File: config.mk
export PLATFORM = sky130hd
export DESIGN_NAME = strip_seq
export DESIGN_NICKNAME = d
export VERILOG_FILES = /design/src/rtl/strip_pkg.sv /design/src/rtl/strip_split.sv /design/src/rtl/strip_advance.sv /design/src/rtl/strip_seq.sv
export SDC_FILE = /design/constraint.sdc
export NUM_CORES = 1
export LEC_CHECK = 0
export ABC_AREA = 1
export BUFFER_PORTS_ARGS = -buffer_cell sky130_fd_sc_hd__buf_4
export CORE_UTILIZATION = 40
export DETAILED_ROUTE_END_ITERATION = 8
export MAX_ROUTING_LAYER = met4
export PLACE_DENSITY = 0.62
export SETUP_SLACK_MARGIN = 0.4
export SLEW_MARGIN = 20
export SYNTH_ARGS = -nofsm -noshare
export SYNTH_HDL_FRONTEND = slang
export SYNTH_SLANG_ARGS = --single-unit
File: constraint.sdc
create_clock -name clk -period 4.2 [get_ports clk]
set_clock_uncertainty 0.1 [all_clocks]
set_input_delay 0.84 -clock clk [delete_from_list [all_inputs] [get_ports clk]]
set_output_delay 0.84 -clock clk [all_outputs]
set_load 0.01 [all_outputs]
File: src/rtl/strip_pkg.sv
package strip_pkg;
  typedef enum logic [1:0] {
    ST_IDLE  = 2'd0,
    ST_OFFER = 2'd1,
    ST_WAIT  = 2'd2
  } seq_state_e;
endpackage

File: src/rtl/strip_split.sv
// Works out the leading piece of a fresh count.
module strip_split #(
  parameter int CNT_W = 32,
  parameter int MVL   = 64,
  parameter int LEN_W = 7
) (
  input  logic [CNT_W-1:0] n_i,
  output logic [LEN_W-1:0] first_len_o,
  output logic [CNT_W-1:0] rest_o,
  output logic             zero_o
);
  localparam int LOG = $clog2(MVL);
  localparam bit POW2 = ((1 << LOG) == MVL);
  localparam logic [CNT_W-1:0] MVL_C = CNT_W'(MVL);

  logic [LEN_W-1:0] rem_part;

  generate
    if (POW2) begin : g_mask
      assign rem_part = LEN_W'(n_i[LOG-1:0]);
    end else begin : g_mod
      logic [CNT_W-1:0] full_mod;
      assign full_mod = n_i % MVL_C;
      assign rem_part = full_mod[LEN_W-1:0];
    end
  endgenerate

  always_comb begin
    zero_o      = (n_i == '0);
    first_len_o = (rem_part == '0) ? LEN_W'(MVL) : rem_part;
    rest_o      = n_i - {{(CNT_W-LEN_W){1'b0}}, first_len_o};
  end
endmodule

File: src/rtl/strip_advance.sv
// Next-chunk arithmetic applied when a chunk is acknowledged.
module strip_advance #(
  parameter int CNT_W = 32,
  parameter int MVL   = 64,
  parameter int LEN_W = 7
) (
  input  logic [CNT_W-1:0] low_i,
  input  logic [LEN_W-1:0] len_i,
  input  logic [CNT_W-1:0] rem_i,
  output logic [CNT_W-1:0] low_o,
  output logic [CNT_W-1:0] rem_o,
  output logic             last_o
);
  localparam logic [CNT_W-1:0] MVL_C = CNT_W'(MVL);

  always_comb begin
    low_o  = low_i + {{(CNT_W-LEN_W){1'b0}}, len_i};
    rem_o  = rem_i - MVL_C;
    last_o = (rem_i <= MVL_C);
  end
endmodule

File: src/rtl/strip_seq.sv
module strip_seq
  import strip_pkg::*;
#(
  parameter int CNT_W = 32,
  parameter int MVL   = 64
) (
  input  logic                      clk,
  input  logic                      rst,
  input  logic                      start_i,
  input  logic [CNT_W-1:0]          count_i,
  output logic                      chunk_valid_o,
  input  logic                      chunk_ready_i,
  output logic [CNT_W-1:0]          chunk_low_o,
  output logic [$clog2(MVL+1)-1:0]  chunk_len_o,
  output logic                      chunk_last_o,
  input  logic                      chunk_ack_i,
  output logic                      done_o
);
  localparam int LEN_W = $clog2(MVL+1);

  seq_state_e       state_q;
  logic [CNT_W-1:0] rem_q;

  logic [LEN_W-1:0] first_len;
  logic [CNT_W-1:0] first_rest;
  logic             n_zero;
  logic [CNT_W-1:0] nxt_low;
  logic [CNT_W-1:0] nxt_rem;
  logic             nxt_last;

  strip_split #(.CNT_W(CNT_W), .MVL(MVL), .LEN_W(LEN_W)) u_split (
    .n_i         (count_i),
    .first_len_o (first_len),
    .rest_o      (first_rest),
    .zero_o      (n_zero)
  );

  strip_advance #(.CNT_W(CNT_W), .MVL(MVL), .LEN_W(LEN_W)) u_adv (
    .low_i  (chunk_low_o),
    .len_i  (chunk_len_o),
    .rem_i  (rem_q),
    .low_o  (nxt_low),
    .rem_o  (nxt_rem),
    .last_o (nxt_last)
  );

  always_ff @(posedge clk) begin
    if (rst) begin
      state_q       <= ST_IDLE;
      rem_q         <= '0;
      chunk_valid_o <= 1'b0;
      chunk_low_o   <= '0;
      chunk_len_o   <= '0;
      chunk_last_o  <= 1'b0;
      done_o        <= 1'b0;
    end else begin
      done_o <= 1'b0;
      case (state_q)
        ST_IDLE: begin
          if (start_i) begin
            if (n_zero) begin
              done_o <= 1'b1;
            end else begin
              chunk_valid_o <= 1'b1;
              chunk_low_o   <= '0;
              chunk_len_o   <= first_len;
              chunk_last_o  <= (first_rest == '0);
              rem_q         <= first_rest;
              state_q       <= ST_OFFER;
            end
          end
        end
        ST_OFFER: begin
          if (chunk_ready_i) begin
            chunk_valid_o <= 1'b0;
            state_q       <= ST_WAIT;
          end
        end
        ST_WAIT: begin
          if (chunk_ack_i) begin
            if (chunk_last_o) begin
              done_o  <= 1'b1;
              state_q <= ST_IDLE;
            end else begin
              chunk_valid_o <= 1'b1;
              chunk_low_o   <= nxt_low;
              chunk_len_o   <= LEN_W'(MVL);
              chunk_last_o  <= nxt_last;
              rem_q         <= nxt_rem;
              state_q       <= ST_OFFER;
            end
          end
        end
        default: state_q <= ST_IDLE;
      endcase
    end
  end
endmodule

== Yosys cells after proc, flatten, opt, wreduce, memory -nomap -nowiden ==
Index checks and enable logic that the tools add are counted.

* Output and inout port bits: 42
* Flip-flop bits (word level): 76
* Input port bits: 37
* Word-level logic and storage cells: 66

* Reduce and logical (&&, ||, !) cells: 10
* Muxes and demuxes: 38
* Equal/unequal tests: 7
* Add/sub/neg operators: 3
* Magnitude comparators: 1

{| class="wikitable"
|+ Operator list
! operator !! count
|-
| two-way mux 32 bit || 8
|-
| case mux 32 bit (2 select lines) || 2
|-
| logical NOT 32 bit || 2
|-
| two-way mux 7 bit || 5
|-
| adder 32 x 7 -> 32 bit || 1
|-
| less-or-equal comparator 32 x 7 -> 1 bit, second input constant || 1
|-
| subtractor 32 x 7 -> 32 bit || 1
|-
| subtractor 32 x 7 -> 32 bit, second input constant || 1
|-
| two-way mux 1 bit || 14
|-
| case mux 7 bit (2 select lines) || 1
|-
| inequality test 2 bit, second input constant || 5
|-
| two-way mux 2 bit || 4
|-
| AND reduction 4 bit || 2
|-
| logical NOT 7 bit || 1
|-
| case mux 2 bit (3 select lines) || 1
|-
| AND reduction 6 bit || 1
|-
| AND reduction 5 bit || 1
|-
| case mux 1 bit (2 select lines) || 2
|-
| case mux 1 bit (3 select lines) || 1
|-
| nonzero test 3 bit || 1
|-
| == test 2 x 1 -> 1 bit, second input constant || 1
|-
| == test 2 bit, second input constant || 1
|-
| logical NOT 2 bit || 1
|-
| nonzero test 2 bit || 1
|}

== Depth between registers and ports, before layout ==
Gate-level depths: netlist (run 1).

* Depth in word-level cells: 7
* Depth in mapped cells: 17
* Mapped depth without buffers: 17

== Modules after synthesis ==
From an unflattened synthesis (run 1), not the netlist that was laid out.

* Cells, all modules: 1078
* Area, all modules: 6367.4 sq um

{| class="wikitable"
|+ Modules (own cells, without submodules)
! module !! instances !! area an instance (sq um) !! sequential area each (sq um) !! cells an instance
|-
| strip_seq || 1 || 3403.3 || 1521.5 || 486
|-
| strip_advance || 1 || 2033.2 || 0.0 || 415
|-
| strip_split || 1 || 930.9 || 0.0 || 177
|}

== Worst setup path before layout (run 1) ==
OpenSTA, ideal clock, no wires.

* Path kind: in2reg
* Start point: in count_i[4]
* End point: reg rem_q[31]
* Arrival time: 2682 ps
* Path slack: 1305 ps
* Library setup time: 113 ps
* Stages: 16
* Path buffers: 0
* Required time: 3987 ps
* Path through: or2_2 -> nor2_2 -> inv_1 -> ha_1 -> nor2_1 -> inv_1 -> nor2_4 -> nand3_1 -> inv_1 -> nand2_1 -> nand2_1 -> nand2_1 -> a21oi_1 -> nand2_1 -> o211ai_2 -> inv_2

* Cells in the longest elaborated chain, start to end: 6
* Elaborated cells between the ends (all ways): 9
* Classes of those cells: add/sub: 1; eq/ne: 1; mux: 4; reduce/logical: 3

{| class="wikitable"
|+ RTL lines
! item !! line !! source
|-
| start: declaration || strip_seq.sv:10 || <nowiki>input logic [CNT_W-1:0] count_i,</nowiki>
|-
| logical NOT 7 bit || strip_split.sv:30 || <nowiki>first_len_o = (rem_part == '0) ? LEN_W'(MVL) : rem_part;</nowiki>
|-
| two-way mux 7 bit || strip_split.sv:30 ||
|-
| subtractor 32 x 7 -> 32 bit || strip_split.sv:31 || <nowiki>rest_o = n_i - {{(CNT_W-LEN_W){1'b0}}, first_len_o};</nowiki>
|-
| two-way mux 32 bit || strip_seq.sv:61 || <nowiki>if (n_zero) begin</nowiki>
|-
| two-way mux 32 bit || strip_seq.sv:60 || <nowiki>if (start_i) begin</nowiki>
|-
| case mux 32 bit (2 select lines) || strip_seq.sv:58 || <nowiki>case (state_q)</nowiki>
|-
| end signal: assignment || strip_seq.sv:68 || <nowiki>rem_q <= first_rest;</nowiki>
|-
| end signal: assignment || strip_seq.sv:89 || <nowiki>rem_q <= nxt_rem;</nowiki>
|-
| end: declaration || strip_seq.sv:22 || <nowiki>logic [CNT_W-1:0] rem_q;</nowiki>
|}

Parallel ways exist; a longest one is shown, timed or not. The select of a mux whose other input is x is not followed.
A chain may end at the register's enable or synchronous reset.

== Final worst setup path (run 1) ==
* Start point: in count_i[4]
* End point: reg chunk_last_o

* Cells in the longest elaborated chain, start to end: 7
* Elaborated cells between the ends (all ways): 10
* Classes of those cells: add/sub: 1; eq/ne: 1; mux: 4; reduce/logical: 4

{| class="wikitable"
|+ RTL lines
! item !! line !! source
|-
| logical NOT 7 bit || strip_split.sv:30 ||
|-
| two-way mux 7 bit || strip_split.sv:30 ||
|-
| subtractor 32 x 7 -> 32 bit || strip_split.sv:31 ||
|-
| logical NOT 32 bit || strip_seq.sv:67 || <nowiki>chunk_last_o <= (first_rest == '0);</nowiki>
|-
| two-way mux 1 bit || strip_seq.sv:61 ||
|-
| two-way mux 1 bit || strip_seq.sv:60 ||
|-
| case mux 1 bit (2 select lines) || strip_seq.sv:58 ||
|-
| end signal: assignment || strip_seq.sv:67 ||
|-
| end signal: assignment || strip_seq.sv:88 || <nowiki>chunk_last_o <= nxt_last;</nowiki>
|-
| end: declaration || strip_seq.sv:15 || <nowiki>output logic chunk_last_o,</nowiki>
|}

Parallel ways exist; a longest one is shown, timed or not. The select of a mux whose other input is x is not followed.

==> reports/results.tsv, run 1 <==
stage	metric	value	unit
setup_path	Max FO, Critical Path	5	
sta	setup_tns	0	ns
global_routing	initial antenna violation count	0	
synthesis	Post-synth EDFFs	0	
clocking	CTS Buffer Depth	2	
setup_path	Critical Path Source Type	input port	
synthesis	Synth area leaders	dfxtp_1, nand2_1, nor2_1	
power	sw frac	33.15	%
hold_path	Hold Path Sink	rem_q[3]$_SDFFE_PP0P_	
setup_path	WP data arrival	3.18	ns
synthesis	commonest cells in the synthesized netlist	nand2_1, nor2_1, inv_1	
layout	antenna fix cells	0	
drt	first-pass detailed-route iteration total	5	
power	Pwr per Cell Area	344.4	nW/um2
setup_path	reg2reg end	rem_q[25]$_SDFFE_PP0P_	
hold_path	Hold Crit Start	rem_q[3]$_SDFFE_PP0P_	
clocking	clk_lat worst skew	0.35	ns
flow_run	number of max-cap violations	0	
floorplanning	Site Rows	42	
floorplanning	starting density of the core	41.55	%
floorplanning	die height	120.2	um
floorplanning	num ports	79	
layout	post-layout net count	1029	
sta	Slew Limit Headroom	37.75	%
synthesis	top_reg_cell synth	dfxtp_1	
drt	WL final	16110	um
placement	Final GP Congestion	0.8905	
power	Flop pwr share	37.0	%
run_status	status	finished clean	
clocking	depth of the CTS H-tree	3	
drt	vias	5954	
sta	Hold Vio Cnt, Final	0	
layout	synth-to-layout area growth	17.98	%
floorplanning	area of the core	13450	um2
power	Switching Power	752.8	uW
setup_path	depth of the worst register-to-register path	12	
synthesis	Synth Cell Area	5589	um2
drt	Initial DRC Count	460	
sta	Max Fclk	0.3329	GHz
sta	max-slew violation count	0	
synthesis	Yosys reg bits	76	
hold_path	Worst Hold Depth	2	
sta	final worst-path cycle share	71.53	%
power	VDD IR max	0.0002422	V
hold_path	Hold Crit Class	flip-flop to flip-flop	
power	Clock power frac	37.2	%
drt	DRT antenna net count	0	
synthesis	Mapped Avg Cell Area	6.149	um2
floorplanning	Die W	120.2	um
floorplanning	die area	14450	um2
setup_path	RR Startpoint	state_q[1]$_SDFFE_PP0P_	
setup_path	Crit Path Class	input port to flip-flop	
sta	endpoints failing setup	0	
placement	# port buffers	78	
clocking	CTS Sinks	76	
setup_path	Worst setup EP type	flip-flop	
layout	final instance area	6594	um2
synthesis	Yosys cell types	43	
synthesis	Mapped Cells	909	
layout	layout cell share with drive strength beyond 1	15.24	%
clocking	post_cts resized	0	
clocking	CTS tree	done	
synthesis	most common cell in the netlist	nand2_1	
drt	average wire per standard cell	13.89	um
setup_path	CP Data Required Time	4.37	ns
synthesis	Synth top area share	27.22	%
global_routing	grt total ovfl	0	
power	Internal Power	1.518	mW
clocking	post-CTS setup buffers	0	
placement	dpl cell area	6276	um2
global_routing	largest net degree at the start of global routing	41	
clocking	root buf cell	clkbuf_16	
global_routing	Overall Global Routing Usage	23.78	%
sta	Slew @ Worst Pin	0.9328	ns
clocking	TritonCTS buffer count	9	
synthesis	leading area contributor after synthesis	dfxtp_1	
sta	RSZ-0062 raised after global routing	false	
clocking	hold_buf cts	0	
placement	DP HPWL	12280	um
global_routing	number of global-route vias before repair	5278	
power	combinational fraction of design power	25.9	%
setup_path	r2r setup slk	1.49	ns
synthesis	Yosys warning total	0	
global_routing	first-pass GRT wire length	26460	um
clocking	clock-pin slew on the worst setup and hold paths	0.06	ns
drt	post-route DRC violation count	0	
synthesis	sequential fraction of the synthesis area	27.22	%
power	leakage dissipation	2.863	nW
drt	vias per cell	5.133	
sta	Hold Slack	0.3452	ns
synthesis	ys async rst share	0	%
sta	min cycle time layout	3.004	ns
state kept, by name, indices dropped and copies added (netlist names):
name           flops
chunk_low_o       32
rem_q             32
chunk_len_o        7
state_q            2
chunk_last_o       1
chunk_valid_o      1
done_o             1
through the flow:
step                      worst slack (ns)  util, %  cells  total power [mW]
after global placement              0.9099    46.65   1144             1.432
after CTS                            1.190    49.01   1160             2.284
after detailed placement            0.8166    46.65   1144             1.433
final                                1.196    49.01   1160             2.271
after global routing                0.8773    49.01   1160             2.404
after floorplan                      1.305        -    911             1.272
worst max-delay path, cell delays in order:
cell	delay, ns
buf_4	0.11
or2_2	0.29
nor2_2	0.20
inv_1	0.09
ha_1	0.34
nor2_1	0.18
nand3_1	0.15
nor2_1	0.24
nand3_1	0.13
xor2_1	0.21
nand2_1	0.07
nor2_1	0.10
nand3_1	0.10
a21oi_1	0.12
final cells by class:
| type | count | area (um2) |
|---|---|---|
| Tap cell | 176 | 220.2 |
| Clock inverter | 5 | 75.07 |
| Clock buffer | 11 | 242.7 |
| Multi-Input combinational cell | 715 | 3561 |
| Timing Repair Buffer | 82 | 615.6 |
| Fill cell | 1461 | 6859 |
| Sequential cell | 76 | 1521 |
| Inverter | 95 | 357.8 |
power groups by stage:
stage | combinational [mW] | clock [mW] | sequential (mW)
detailed placement | 0.580 | 0 | 0.853
floorplan | 0.427 | 0 | 0.845
global route | 0.663 | 0.893 | 0.849
global placement | 0.577 | 0 | 0.855
CTS | 0.585 | 0.861 | 0.838
finish | 0.588 | 0.844 | 0.839
worst max path at each step:
stage | start | to | slack, ns | depth (start not counted)
global placement | count_i[4] | chunk_last_o$_SDFFE_PP0P_ | 0.91 | 14
global route | count_i[4] | chunk_last_o$_SDFFE_PP0P_ | 0.88 | 14
detailed placement | count_i[4] | chunk_last_o$_SDFFE_PP0P_ | 0.82 | 14
floorplan | count_i[4] | rem_q[31]$_SDFFE_PP0P_ | 1.31 | 16
finish | count_i[4] | chunk_last_o$_SDFFE_PP0P_ | 1.20 | 14
CTS | count_i[4] | chunk_last_o$_SDFFE_PP0P_ | 1.19 | 14
cell families (layout without fill, tap and decap cells):
group	count (synthesis)	in the layout	synth area share (%)
AND/OR/NAND/NOR	542	542	43.27
adder cells (fa/ha/maj)	13	13	3.044
other	2	4	0.1344
buffers and inverters	120	193	9.201
AO/OA/AOI/OAI	133	133	13.52
XOR/XNOR	23	23	3.604
flip-flops	76	76	27.22
placed cells by master, fill, tap and decap left out, types with 4 or more instances in the layout:
| cell type | n |
|---|---|
| dfxtp_1 | 76 |
| nand2_1 | 244 |
| nand4_1 | 21 |
| inv_2 | 5 |
| o21ai_0 | 44 |
| buf_4 | 82 |
| clkbuf_16 | 9 |
| conb_1 | 4 |
| clkinv_2 | 4 |
| o211ai_1 | 4 |
| a31oi_1 | 10 |
| o211ai_2 | 5 |
| nand2_2 | 4 |
| inv_1 | 89 |
| nor2_4 | 8 |
| nor3_1 | 24 |
| nor2_1 | 140 |
| ha_1 | 12 |
| nand3b_1 | 6 |
| nor2_2 | 14 |
| a21oi_1 | 59 |
| xnor2_1 | 9 |
| nand3_1 | 60 |
| nor4_1 | 6 |
| or2_2 | 6 |
| xor2_1 | 14 |
metal layers:
metal	share of wire (%)	GRT usage, %
met1	51	33.43
met2	43	35.31
met3	5.4	4.623
met4	0.84	4.688
met5	0	-
(Power assumes the default switching activity.)
==> run 2: changes to the inputs <==
--- a/config.mk
+++ b/config.mk
@@ -10,7 +10,7 @@
 export CORE_UTILIZATION = 40
 export DETAILED_ROUTE_END_ITERATION = 8
 export MAX_ROUTING_LAYER = met4
-export PLACE_DENSITY = 0.62
+export PLACE_DENSITY = 0.64
 export SETUP_SLACK_MARGIN = 0.4
 export SLEW_MARGIN = 20
 export SYNTH_ARGS = -nofsm -noshare
==> constraint.sdc (replaced) <==
create_clock -name clk -period 2.58 [get_ports clk]
set_clock_uncertainty 0.1 [all_clocks]
set_input_delay 0.516 -clock clk [delete_from_list [all_inputs] [get_ports clk]]
set_output_delay 0.516 -clock clk [all_outputs]
set_load 0.01 [all_outputs]
==> run 2 against run 1 <==
  * Flip-flop and latch count is the same
  * Routed wire length is 3.3% higher
  * Count of clock-buffer cells in the layout grew 1
  * Final cell count increased by 2.0%
  * Combinational power up 72%
  * Design area grew 6.3%
  * Hold slack lost 0.033 ns
  * Non-clock buffer count is 22 higher
  * Global-route usage up 0.53 points
  * Highest routed layer unchanged
  * Worst setup slack got worse by 0.99 ns
  * Total power is 63% higher
  * Critical path depth grew 2
==> reports/results.tsv, run 2 (synthesis results as in run 1) <==
stage	metric	value	unit
global_routing	GR Util met3	4.104	%
setup_path	Worst path max stage delay	0.25	ns
drt	first-pass detailed-route iteration total	5	
power	VDD IR max	0.0003706	V
global_routing	busiest grt layer	met2	
placement	# port buffers	78	
setup_path	RR Startpoint	chunk_low_o[22]$_SDFFE_PP0P_	
clocking	TritonCTS buffer count	9	
sta	Max Fclk	0.4207	GHz
sta	Slew Limit Headroom	65.09	%
power	Internal Power	2.440	mW
setup_path	Crit path depth	16	
hold_path	Hold Crit Start	count_i[5]	
floorplanning	die area	14450	um2
setup_path	reg2reg end	chunk_low_o[31]$_SDFFE_PP0P_	
setup_path	CP Data Required Time	2.75	ns
floorplanning	die height	120.2	um
power	leakage dissipation	3.003	nW
setup_path	critical path's top delay family	simple AND/OR/NAND/NOR gates	
global_routing	Overall Global Routing Usage	24.32	%
setup_path	Slowest-stage cell, CP	ha_4	
sta	post-route setup slack	0.2031	ns
setup_path	r2r setup slk	0.55	ns
sta	Hold Slack	0.3126	ns
power	sw frac	33.96	%
sta	setup_tns	0	ns
power	Pwr per Cell Area	526.9	nW/um2
layout	layout cell share with drive strength beyond 1	21.85	%
clocking	CTS tree	done	
run_status	status	finished clean	
drt	WL final	16650	um
drt	post-route DRC violation count	0	
power	combinational fraction of design power	27.3	%
sta	RSZ-0062 raised after global routing	true	
global_routing	grt total ovfl	0	
flow_run	number of max-cap violations	0	
hold_path	Hold Crit Class	input port to flip-flop	
floorplanning	starting density of the core	41.55	%
placement	Inst Count DP	1159	
layout	fin cells	1183	
sta	endpoints failing setup	0	
power	Clock power frac	35.6	%
clocking	hold_buf cts	0	
placement	pre-CTS setup slack	-0.1367	ns
global_routing	number of global-route vias before repair	5416	
global_routing	first-pass GRT wire length	27250	um
global_routing	largest net degree at the start of global routing	50	
layout	Finished Core Util	52.12	%
power	Flop pwr share	37.0	%
layout	synth-to-layout area growth	25.45	%
floorplanning	num ports	79	
placement	Final GP Congestion	0.9034	
sta	final worst-path cycle share	92.13	%
clocking	CTS Buffer Depth	2	
layout	most frequent cells in the layout	nand2_1, nor2_1, buf_4	
drt	DRT antenna net count	0	
setup_path	WP buf/inv	3	
hold_path	Hold Path Sink	chunk_len_o[5]$_SDFFE_PP0P_	
setup_path	Max FO, Critical Path	7	
power	Switching Power	1.255	mW
clocking	CTS Sinks	76	
layout	Largest regs	chunk_low_o (32), rem_q (32), chunk_len_o (7)	
setup_path	Critical Path Source Type	input port	
setup_path	Crit path top cell by count	nor2_4	
power	Overall Power	3.694	mW
layout	final instance area	7012	um2
hold_path	Worst Hold Depth	3	
sta	min cycle time layout	2.377	ns
placement	dpl cell area	6451	um2
setup_path	depth of the worst register-to-register path	8	
drt	vias per cell	5.168	
clocking	root buf cell	clkbuf_16	
floorplanning	area of the core	13450	um2
global_routing	initial antenna violation count	0	
sta	Hold Vio Cnt, Final	0	
clocking	depth of the CTS H-tree	3	
setup_path	CP Cell Sequence	buf_6, or2_4, nor2_4, inv_2, ha_4, nor2_4, inv_1, nor2_4, nand2_2, nand2_2, nand3_2, nor2_2, nand3_1, nor2_1, nand3_1, a21oi_1	
global_routing	met1 global-route usage	34.61	%
drt	average wire per standard cell	14.07	um
sta	max-slew violation count	0	
setup_path	WP data arrival	2.55	ns
clocking	clk_lat worst skew	0.35	ns
clocking	clock-pin slew on the worst setup and hold paths	0.06	ns
floorplanning	Site Rows	42	
drt	Initial DRC Count	449	
drt	vias	6114	
floorplanning	Die W	120.2	um
setup_path	Worst setup EP type	flip-flop	
global_routing	M2 GR Usage	35.74	%
setup_path	Crit Path Class	input port to flip-flop	
layout	antenna fix cells	0	
layout	post-layout net count	1052	
layout	commonest non-fill, non-tap cell in the layout	nand2_1	
placement	DP HPWL	12150	um
sta	Slew @ Worst Pin	0.5236	ns
==> run 2: cell count changes in the layout (fill, tap and decap cells not counted), moves of 4 or more <==
cell,delta
nor2_1,-10
nor2_4,+7
nand2_4,+4
nand2_1,-13
buf_4,+18
o21ai_0,-4
inv_1,-4
nand2_2,+9
nor2_2,+4
nand3_2,+4
nand3_1,-5
==> run 2: power groups by stage <==
stage	clock network [mW]	registers (mW)	logic, mW
floorplan	0	1.38	0.701
global placement	0	1.39	0.964
detailed placement	0	1.39	0.970
CTS	1.34	1.37	0.985
global route	1.39	1.38	1.14
finish	1.32	1.37	1.01
==> run 2: tightest hold or removal path, delay by kind of cell <==
kind	cells	cell delay [ns]
buffers and inverters	1	0.09
AND/OR/NAND/NOR	1	0.05
AO/OA/AOI/OAI	1	0.05
==> run 2: repair_timing <==
item                                    4_1_cts  5_1_grt
cloned                                        0        1
hold endpoints to repair                      0        0
resized for setup                            14       43
pin swaps                                     5       29
setup buffers                                 2        5
endpoints found under the setup margin       14       33
==> run 2: final cells by class <==
type,count,area [um2]
clock inverters,4,47.55
inverters,95,362.8
fillers,1432,6441
multi-input cells,716,3797
well taps,176,220.2
repair buffers,104,804.5
clock buffers,12,256.5
flip-flops and latches,76,1523
==> run 2: worst max path at each step <==
stage	startpoint	endpoint	slack [ns]
after global routing	count_i[1]	chunk_last_o$_SDFFE_PP0P_	0.13
after detailed placement	count_i[4]	chunk_last_o$_SDFFE_PP0P_	-0.14
final	count_i[4]	chunk_last_o$_SDFFE_PP0P_	0.20
after CTS	count_i[4]	chunk_last_o$_SDFFE_PP0P_	0.31
after floorplan	count_i[4]	chunk_last_o$_SDFFE_PP0P_	0.25
after global placement	count_i[4]	chunk_last_o$_SDFFE_PP0P_	-0.14
==> run 2: layer usage <==
layer,up-vias,wire (um)
li1,3145,-
met1,2817,8250
met2,139,7379
met3,13,854
met4,0,163
met5,-,0
==> run 3: changes to the inputs <==
--- a/config.mk
+++ b/config.mk
@@ -5,12 +5,11 @@
 export SDC_FILE = /design/constraint.sdc
 export NUM_CORES = 1
 export LEC_CHECK = 0
-export ABC_AREA = 1
 export BUFFER_PORTS_ARGS = -buffer_cell sky130_fd_sc_hd__buf_4
-export CORE_UTILIZATION = 40
+export CORE_UTILIZATION = 45
 export DETAILED_ROUTE_END_ITERATION = 8
 export MAX_ROUTING_LAYER = met4
-export PLACE_DENSITY = 0.64
+export PLACE_DENSITY = 0.72
 export SETUP_SLACK_MARGIN = 0.4
 export SLEW_MARGIN = 20
 export SYNTH_ARGS = -nofsm -noshare
==> run 3 against run 2 <==
  * The flow now finishes with violations (setup timing)
  * Sequential power shrank 6%
  * Sequential share of layout area decreased by 1.9 points
  * Critical path depth down 2
  * Utilization grew 27 points
  * Final cell count down 22%
  * Synthesized area down 18%
  * Synthesized cell count decreased by 34%
  * First-iteration DRC count up 14%
  * Design area rose by 10%
  * Routed wire length rose by 12%
  * Worst setup slack got worse by 0.42 ns
  * Hold slack worse by 0.0023 ns
  * Critical path type unchanged
  * Critical endpoint is now rem_q[15]$_SDFFE_PP0P_
==> reports/results.tsv, run 3 <==
stage	metric	value	unit
global_routing	GR Util met3	4.610	%
power	VDD IR max	0.0002800	V
synthesis	top_reg_cell synth	dfxtp_1	
power	Pwr per Cell Area	400.3	nW/um2
power	Switching Power	1.032	mW
run_status	failing checks	setup timing	
layout	commonest non-fill, non-tap cell in the layout	buf_4	
clocking	CTS tree	done	
layout	Largest regs	chunk_low_o (32), rem_q (32), chunk_len_o (7)	
clocking	clk_lat worst skew	0.37	ns
flow_run	number of max-cap violations	0	
global_routing	Overall Global Routing Usage	28.99	%
run_status	status	finished with violations	
clocking	TritonCTS buffer count	9	
power	Internal Power	2.070	mW
floorplanning	num ports	79	
sta	final worst-path cycle share	108.5	%
synthesis	Mapped Avg Cell Area	7.650	um2
sta	max-slew violation count	0	
setup_path	WP data arrival	2.94	ns
floorplanning	Die W	102.7	um
global_routing	M2 GR Usage	47.33	%
synthesis	Post-synth EDFFs	0	
clocking	depth of the CTS H-tree	3	
sta	min cycle time layout	2.800	ns
sta	setup_tns	-0.7533	ns
sta	Slew Limit Headroom	39.92	%
power	combinational fraction of design power	28.8	%
synthesis	Yosys warning total	0	
synthesis	most common cell in the netlist	dfxtp_1	
drt	DRT antenna net count	0	
layout	fin cells	923	
setup_path	Worst setup EP type	flip-flop	
drt	post-route DRC violation count	0	
setup_path	CP Cell Sequence	buf_8, nor4_4, nand2_2, ha_4, buf_6, nor2_4, nand3b_1, buf_6, buf_6, or4_4, xor2_1, o21ai_1, a22oi_1, nor2_1	
layout	most frequent cells in the layout	buf_4, dfxtp_1, nand2_1	
placement	Inst Count DP	857	
layout	synth-to-layout area growth	69.92	%
sta	Hold Vio Cnt, Final	0	
sta	Hold Slack	0.3103	ns
global_routing	first-pass GRT wire length	23230	um
sta	post-route setup slack	-0.2195	ns
clocking	root buf cell	clkbuf_8	
setup_path	CP Data Required Time	2.72	ns
global_routing	grt total ovfl	0	
setup_path	critical path's top delay family	simple AND/OR/NAND/NOR gates	
global_routing	busiest grt layer	met2	
synthesis	ys async rst share	0	%
hold_path	Hold Crit Class	input port to flip-flop	
global_routing	largest net degree at the start of global routing	53	
placement	# port buffers	78	
synthesis	Yosys reg bits	76	
drt	vias per cell	6.249	
layout	post-layout net count	835	
setup_path	Max FO, Critical Path	4	
power	Flop pwr share	41.7	%
sta	endpoints failing setup	7	
drt	Initial DRC Count	513	
power	Clock power frac	29.5	%
global_routing	met1 global-route usage	35.61	%
floorplanning	Site Rows	36	
clocking	hold_buf cts	0	
placement	Final GP Congestion	0.9026	
floorplanning	die area	10540	um2
drt	WL final	18670	um
layout	antenna fix cells	0	
power	leakage dissipation	3.041	nW
synthesis	commonest cells in the synthesized netlist	dfxtp_1, nor2_1, a21oi_1	
synthesis	Mapped Cells	596	
synthesis	Synth top area share	33.37	%
global_routing	number of global-route vias before repair	4871	
setup_path	Crit Path Class	input port to flip-flop	
drt	first-pass detailed-route iteration total	5	
setup_path	Slowest-stage cell, CP	or4_4	
synthesis	sequential fraction of the synthesis area	33.37	%
floorplanning	starting density of the core	46.65	%
sta	RSZ-0062 raised after global routing	true	
sta	Slew @ Worst Pin	0.9001	ns
synthesis	Synth Cell Area	4559	um2
power	sw frac	33.27	%
floorplanning	area of the core	9774	um2
layout	layout cell share with drive strength beyond 1	49.24	%
clocking	clock-pin slew on the worst setup and hold paths	0.09	ns
sta	Max Fclk	0.3572	GHz
clocking	CTS Sinks	76	
global_routing	initial antenna violation count	0	
drt	vias	5768	
clocking	CTS Buffer Depth	2	
synthesis	Synth area leaders	dfxtp_1, xnor2_1, a21oi_1	
setup_path	WP buf/inv	4	
setup_path	Critical Path Source Type	input port	
floorplanning	die height	102.7	um
synthesis	leading area contributor after synthesis	dfxtp_1	
placement	DP HPWL	9787	um
setup_path	Worst path max stage delay	0.41	ns
drt	average wire per standard cell	20.23	um
synthesis	Yosys cell types	64	
setup_path	Crit path top cell by count	buf_6	
==> run 3: path summary, 6_finish.rpt <==
check                          from                     endpoint  slack (ns)  depth (start not counted)
max                      count_i[1]       rem_q[15]$_SDFFE_PP0P_       -0.22                         14
min                             rst  chunk_len_o[3]$_SDFFE_PP0P_        0.31                          2
max reg2reg  rem_q[24]$_SDFFE_PP0P_       rem_q[31]$_SDFFE_PP0P_       -0.01                          6
min reg2reg   rem_q[4]$_SDFFE_PP0P_        rem_q[4]$_SDFFE_PP0P_        0.36                          2
==> run 3: final cells by class <==
class / instances / area, um2
inverter: 14 / 52.55
clock inverter: 5 / 52.55
tap: 133 / 166.4
multi-input combinational: 482 / 3985
timing repair buffer: 202 / 1824
sequential: 76 / 1535
fill: 565 / 2027
clock buffer: 11 / 131.4
==> run 3: power groups by stage <==
stage	logic, mW	clock network [mW]	registers [mW]
4_1_cts	0.695	0.915	1.28
3_5_place_dp	0.634	0	1.31
5_1_grt	0.940	0.970	1.30
2_1_floorplan	0.361	0	1.30
3_3_place_gp	0.619	0	1.30
6_report	0.893	0.914	1.29
==> run 3: timing repair <==
item	CTS	global route
hold endpoints to repair	0	0
setup buffers	20	21
gates cloned	2	7
gates resized for setup	95	150
endpoints found under the setup margin	71	70
pin swaps	63	76
==> run 3: logic make-up after synthesis <==
| kind of cell | after synthesis | synth area share, % |
|---|---|---|
| AO/OA/AOI/OAI | 137 | 17.76 |
| XOR/XNOR | 47 | 9.028 |
| adder cells (fa/ha/maj) | 13 | 3.732 |
| buffers and inverters | 46 | 4.089 |
| flip-flops | 76 | 33.37 |
| multiplexers | 2 | 0.4391 |
| other | 2 | 0.1647 |
| AND/OR/NAND/NOR | 273 | 31.42 |
==> run 3: per-stage QoR <==
step	power, mW	worst slack [ns]	utilization [%]	area [um2]
final	3.102	-0.2195	79.26	7747
after CTS	2.891	-0.07164	68.88	6733
after floorplan	1.657	-0.2799	-	4828
after detailed placement	1.940	-0.5796	61.46	6007
after global routing	3.209	-0.2624	79.26	7747
after global placement	1.922	-0.5321	61.46	6007
==> run 3: per-layer routing <==
metal	wire length (um)	share of wire, %	vias to the layer above
li1	-	-	2545
met1	6962	37	2717
met2	9172	49	396
met3	1499	8.0	110
met4	1037	5.6	0
met5	0	0	-
